<file path="config.mk">
export PLATFORM = sky130hd
export DESIGN_NAME = thermal_irq_ctrl
export DESIGN_NICKNAME = d
export VERILOG_FILES = /design/src/rtl/thermal_irq_pkg.sv /design/src/rtl/tirq_rd_decode.sv /design/src/rtl/tirq_zone_flag.sv /design/src/rtl/tirq_line.sv /design/src/rtl/tirq_rsp.sv /design/src/rtl/thermal_irq_ctrl.sv
export SDC_FILE = /design/constraint.sdc
export NUM_CORES = 1
export LEC_CHECK = 0
export BUFFER_PORTS_ARGS = -buffer_cell sky130_fd_sc_hd__buf_2
export CORE_AREA = 2 2 39 41
export CTS_BUF_LIST = sky130_fd_sc_hd__clkbuf_16
export CTS_CLUSTER_SIZE = 16
export DETAILED_ROUTE_END_ITERATION = 10
export DIE_AREA = 0 0 41 43
export PLACE_DENSITY_LB_ADDON = 0.12
export SLEW_MARGIN = 20
export SYNTH_ARGS = -nofsm -noshare
export SYNTH_HDL_FRONTEND = slang
export SYNTH_HIERARCHICAL = 1
export SYNTH_SLANG_ARGS = --single-unit
</file>
<file path="constraint.sdc">
create_clock -name clk -period 2.1 [get_ports clk]
set_input_delay 0.42 -clock clk [delete_from_list [all_inputs] [get_ports clk]]
set_output_delay 0.42 -clock clk [all_outputs]
set_load 0.05 [all_outputs]
</file>
<file path="src/rtl/thermal_irq_pkg.sv">
package thermal_irq_pkg;
  typedef enum logic {
    LINE_CMP = 1'b0,
    LINE_INT = 1'b1
  } line_mode_e;

  typedef struct packed {
    logic any_rd;
    logic cfg_rd;
  } rd_kind_t;
endpackage

</file>
<file path="src/rtl/tirq_rd_decode.sv">
module tirq_rd_decode
  import thermal_irq_pkg::*;
#(
  parameter int ADDR_W   = 4,
  parameter int CFG_ADDR = 1
) (
  input  logic              rd_stb_i,
  input  logic [ADDR_W-1:0] rd_addr_i,
  output rd_kind_t          kind_o
);
  localparam logic [ADDR_W-1:0] CFG_A = ADDR_W'(CFG_ADDR);

  always_comb begin
    kind_o.any_rd = rd_stb_i;
    kind_o.cfg_rd = rd_stb_i && (rd_addr_i == CFG_A);
  end
endmodule

</file>
<file path="src/rtl/tirq_zone_flag.sv">
module tirq_zone_flag (
  input  logic clk,
  input  logic rst_n,
  input  logic kill_i,
  input  logic clr_i,
  input  logic set_i,
  output logic flag_o
);
  // set beats a clearing read; shutdown beats everything
  always_ff @(posedge clk) begin
    if (!rst_n || kill_i) flag_o <= 1'b0;
    else if (set_i)       flag_o <= 1'b1;
    else if (clr_i)       flag_o <= 1'b0;
  end
endmodule

</file>
<file path="src/rtl/tirq_line.sv">
module tirq_line
  import thermal_irq_pkg::*;
#(
  parameter int ZONES = 3
) (
  input  logic             clk,
  input  logic             rst_n,
  input  logic             kill_i,
  input  logic             any_rd_i,
  input  logic [ZONES-1:0] evt_i,
  input  logic             mask_i,
  input  line_mode_e       mode_i,
  output logic             irq_n_o,
  output logic             irq_oe_o
);
  logic armed_q;
  logic fire;

  assign fire = (|evt_i) && !mask_i && (mode_i == LINE_INT);

  always_ff @(posedge clk) begin
    if (!rst_n || kill_i) armed_q <= 1'b0;
    else if (fire)        armed_q <= 1'b1;
    else if (any_rd_i)    armed_q <= 1'b0;
  end

  assign irq_oe_o = armed_q && !mask_i && (mode_i == LINE_INT);
  assign irq_n_o  = !irq_oe_o;
endmodule

</file>
<file path="src/rtl/tirq_rsp.sv">
module tirq_rsp #(
  parameter int ZONES = 3
) (
  input  logic             clk,
  input  logic             rst_n,
  input  logic             cfg_rd_i,
  input  logic [ZONES-1:0] snap_i,
  output logic             vld_o,
  output logic [ZONES-1:0] data_o
);
  always_ff @(posedge clk) begin
    if (!rst_n) begin
      vld_o  <= 1'b0;
      data_o <= '0;
    end else begin
      vld_o <= cfg_rd_i;
      if (cfg_rd_i) data_o <= snap_i;
    end
  end
endmodule

</file>
<file path="src/rtl/thermal_irq_ctrl.sv">
module thermal_irq_ctrl
  import thermal_irq_pkg::*;
#(
  parameter int ZONES    = 3,
  parameter int ADDR_W   = 4,
  parameter int CFG_ADDR = 1
) (
  input  logic              clk,
  input  logic              rst_n,
  input  logic [ZONES-1:0]  evt_i,
  input  logic              rd_stb_i,
  input  logic [ADDR_W-1:0] rd_addr_i,
  input  logic              irq_mask_i,
  input  logic              irq_mode_i,
  input  logic              shutdown_i,
  output logic              irq_n_o,
  output logic              irq_oe_o,
  output logic              rsp_vld_o,
  output logic [ZONES-1:0]  rsp_status_o
);
  rd_kind_t         kind;
  logic [ZONES-1:0] status_q;
  line_mode_e       mode;

  assign mode = line_mode_e'(irq_mode_i);

  tirq_rd_decode #(.ADDR_W(ADDR_W), .CFG_ADDR(CFG_ADDR)) dec_i (
    .rd_stb_i (rd_stb_i),
    .rd_addr_i(rd_addr_i),
    .kind_o   (kind)
  );

  for (genvar z = 0; z < ZONES; z++) begin : g_zone
    tirq_zone_flag flag_i (
      .clk   (clk),
      .rst_n (rst_n),
      .kill_i(shutdown_i),
      .clr_i (kind.cfg_rd),
      .set_i (evt_i[z]),
      .flag_o(status_q[z])
    );
  end

  tirq_line #(.ZONES(ZONES)) line_i (
    .clk     (clk),
    .rst_n   (rst_n),
    .kill_i  (shutdown_i),
    .any_rd_i(kind.any_rd),
    .evt_i   (evt_i),
    .mask_i  (irq_mask_i),
    .mode_i  (mode),
    .irq_n_o (irq_n_o),
    .irq_oe_o(irq_oe_o)
  );

  tirq_rsp #(.ZONES(ZONES)) rsp_i (
    .clk     (clk),
    .rst_n   (rst_n),
    .cfg_rd_i(kind.cfg_rd),
    .snap_i  (status_q),
    .vld_o   (rsp_vld_o),
    .data_o  (rsp_status_o)
  );
endmodule

</file>
# Word level (Yosys, flattened, before mapping)
# Cells that the tools add are included.
totals:
  reg_bits: 8
  in_bits: 13
  output_inout_bits: 6
  word_cells: 27
op_classes:
  eq_ne: 1
  muxes: 6
  reduce_logical: 14
op_table:
  columns: ["operator", "count"]
  rows:
  - ["$reduce_bool 2->1", 4]
  - ["$mux 1", 6]
  - ["$logic_and 1x1->1", 5]
  - ["$eq 4x1->1 const B", 1]
  - ["$logic_not 1->1", 3]
  - ["$reduce_or 3->1", 1]
  - ["$logic_or 1x1->1", 1]

# Longest topological paths before layout
depth:
  depth_word: 4
  depth_mapped: 4
  mapped_depth_nobuf: 4

# Hierarchy
# Netlist, hierarchy kept.
by_module_without_submodules:
  columns: ["mod", "n_inst", "cells_each", "area_per_inst_um2"]
  rows:
  - ["tirq_rsp", 1, 11, 136.4]
  - ["tirq_zone_flag", 3, 4, 40.0]
  - ["tirq_line", 1, 7, 63.8]
  - ["tirq_rd_decode", 1, 3, 23.8]

# Least setup slack after synthesis
# No wires, ideal clock.
synth_path:
  path_type: "input port to output port"
  start: "input irq_mask_i"
  end: "output irq_oe_o"
  arrival_time_ps: 1408
  slack_ps: 272
  cell_stages: 2
  cell_sequence: "nand3b_1 > inv_1"
synth_via:
  elab_chain_cells: 3
synth_rtl:
  columns: ["item", "line_no", "text"]
  rows:
  - ["start, declared", "thermal_irq_ctrl.sv:13", "input logic irq_mask_i,"]
  - ["$logic_not 1->1", "tirq_line.sv:27", "assign irq_oe_o = armed_q && !mask_i && (mode_i == LINE_INT);"]
  - ["$logic_and 1x1->1 (2 in series)", "tirq_line.sv:27", null]
  - ["end, declared", "thermal_irq_ctrl.sv:17", "output logic irq_oe_o,"]
# Every way passes these cells.

# Final worst setup path
# Ends and elaborated chain as after synthesis.

==> metrics.yaml <==
timing:
  relSlewSlack_pct: 83.5
  clock.fmax_ghz: 0.718
  finalSetupViolCount: 0
  min_period_ns: 1.39
  rsz0062_at_grt: "no"
  report.final.slew_viol_count: 0
  worst_pin_slew_ns: 0.249
  clock_skew_ns: 0.000653
  whs_ns: 0.454
  finalCritPeriodShare_pct: 66.4
  hold_viol_final: 0
  fin_setup_tns_ns: 0
clock_network:
  numCtsBuffers: 3
  post_cts_resized: 0
  htreeDepth: 1
  path_clk_slew_ns: 0.04
  tritoncts: "done"
  post-cts-setup-buffers: 0
  cts-root-buf: "clkbuf_16"
  clock_path_buffers: 2
  cts.sinks: 8
  cts_hold_buf: 0
  clkLatencyLatePin_ns: 0.23
route:
  ant_nets: 0
  vias: 310
  routedWlPerCell_um: 10.4
  wl_met2_um: 326
  top_layer_used: "met4"
  drt-total-wl_um: 730
  drt_iter0_markers: 3
  wl_met1_um: 317
  drc_errors: 0
  firstDrtPassIters: 2
  post_drt_via_cell_ratio: 4.43
  met3_length_um: 64
synth:
  synth_top_area_share_pct: 46.5
  syn_inst: 33
  seq_area_frac_synth_pct: 46.5
  synth_top_area_cell: "dfxtp_1"
  syn-num-nets: 46
  synthTopCellsByArea: "dfxtp_1, nor2b_1, mux2i_1"
  synthesis.area_per_instance_sq_um: 10.4
  synth_cell_type_count: 13
  yosys_warnings: 6
  ys_seq_elements: 8
  netlist_area_sq_um: 344
floorplan:
  io_pins: 19
  row_count: 14
  die_area_sq_mm: 0.00176
  dieWidth_um: 41
  fp.coreArea_sq_mm: 0.00138
  initial_utilization_pct: 24.9
  die-height_um: 43
power_and_ir_drop:
  p_switching_mw: 0.0881
  clockPowerShare_pct: 62.5
  switching_share_pct: 17.4
  ir_worst_vdd_mv: 0.412
  fin_total_pwr_mw: 0.506
  p_leak_nw: 0.282
  power_density_mw_per_mm2: 956
  seq_power_share_pct: 31.3
  combPwrFrac_pct: 6.2
  cellInternalPower_mw: 0.418
hold_path:
  min_path_type: "in2reg"
layout:
  diodes: 0
  mostFrequentLayoutCells: "buf_2, dfxtp_1, nor2b_1, inv_1"
  regArea_sq_um: 160
  syn2layout_area_growth_pct: 53.8
  mostFrequentLayoutCell: "buf_2"
  fin_nets: 69
  fillers: 157
  multi_input_area_sq_um: 161
  layout.cells.non_filler: 70
  fin_area_sq_um: 529
  drive_above_1_share_pct: 44.4
critical_path:
  cp-end-kind: "primary output"
  path_max_fanout: 2
  critPathKind: "in2out"
  cp.required_ns: 1.68
  cp.arrival_ns: 0.97
  worst_setup_path_start_kind: "primary input"
run_status:
  outcome: "complete, no violations"
global_route:
  grt_pass1_vias: 285
  grtUsageTotal_pct: 9.88
  antenna_found_initial: 0
  globalRouteOverflowTotal: 0
  grt_pass1_wl_um: 1060
  grt_max_degree: 10
placement:
  numPortBuffers: 18
  post-place-cells: 67
  globalplace.congestion: 0.624
  placed_area_sq_um: 454
run:
  drv_cap: 0
[flip-flops by register name (all words and copies together), names as in the netlist]
signal                count
rsp_i/data_o              3
g_zone.flag_i/flag_o      3
rsp_i/vld_o               1
line_i/armed_q            1
[path summary, 6_finish.rpt]
check | from | to | slack, ns | cells after the start
worst max-delay path | irq_mask_i | irq_oe_o | 0.71 | 4
worst min-delay path | evt_i[2] | g_zone[2].flag_i/flag_o | 0.45 | 2
worst max register to register | line_i/armed_q | line_i/armed_q | 1.24 | 2
worst min register to register | rsp_i/data_o[1] | rsp_i/data_o[1] | 0.51 | 2
[metrics by stage]
stage          setup WS (ns)  util (%)
2_1_floorplan          0.272         -
3_3_place_gp           0.711      32.8
3_5_place_dp           0.701      32.8
4_1_cts                0.700      38.2
5_1_grt                0.656      38.2
6_report               0.706      38.2
[area by class of cell]
cell class              instances  share of cell area [%]
flip-flops and latches          8                    30.3
repair buffers                 19                    18.4
inverters                       4                    2.84
clock buffers                   3                    14.2
multi-input cells              20                    30.5
well taps                      16                    3.78
[per-layer routing]
layer,vias to the layer above,track usage [%]
met4,0,10.0
met2,14,12.8
li1,157,-
met1,135,10.7
met5,-,0
met3,4,4.71
[worst max-delay path, stage by stage]
cell      delay [ns]
buf_2           0.10
nand3b_1        0.15
inv_1           0.05
buf_2           0.25
[synthesized netlist by cell type]
cell,instances
nor3_1,1
inv_1,4
and2_2,1
nand2_1,1
dfxtp_1,8
o21ai_1,1
or4bb_1,2
nor2b_1,6
mux2i_1,3
nor4_2,1
o211a_1,3
buf_4,1
nand3b_1,1
[cell families (layout without fill, tap and decap cells)]
group	count (synthesis)	in the layout	synth area share [%]
simple gates	13	13	28.0
flops	8	8	46.5
buf+inv	5	26	6.54
compound gates	4	4	10.2
mux	3	3	8.73
[power by group through the flow]
stage               Combinational [mW]  Sequential (mW)  Clock (mW)
floorplan                       0.0134            0.162           0
global placement                0.0316            0.161           0
detailed placement              0.0313            0.161           0
CTS                             0.0321            0.158       0.326
global route                    0.0342            0.158       0.330
finish                          0.0314            0.158       0.317
Power figures use the tool's default switching activity.
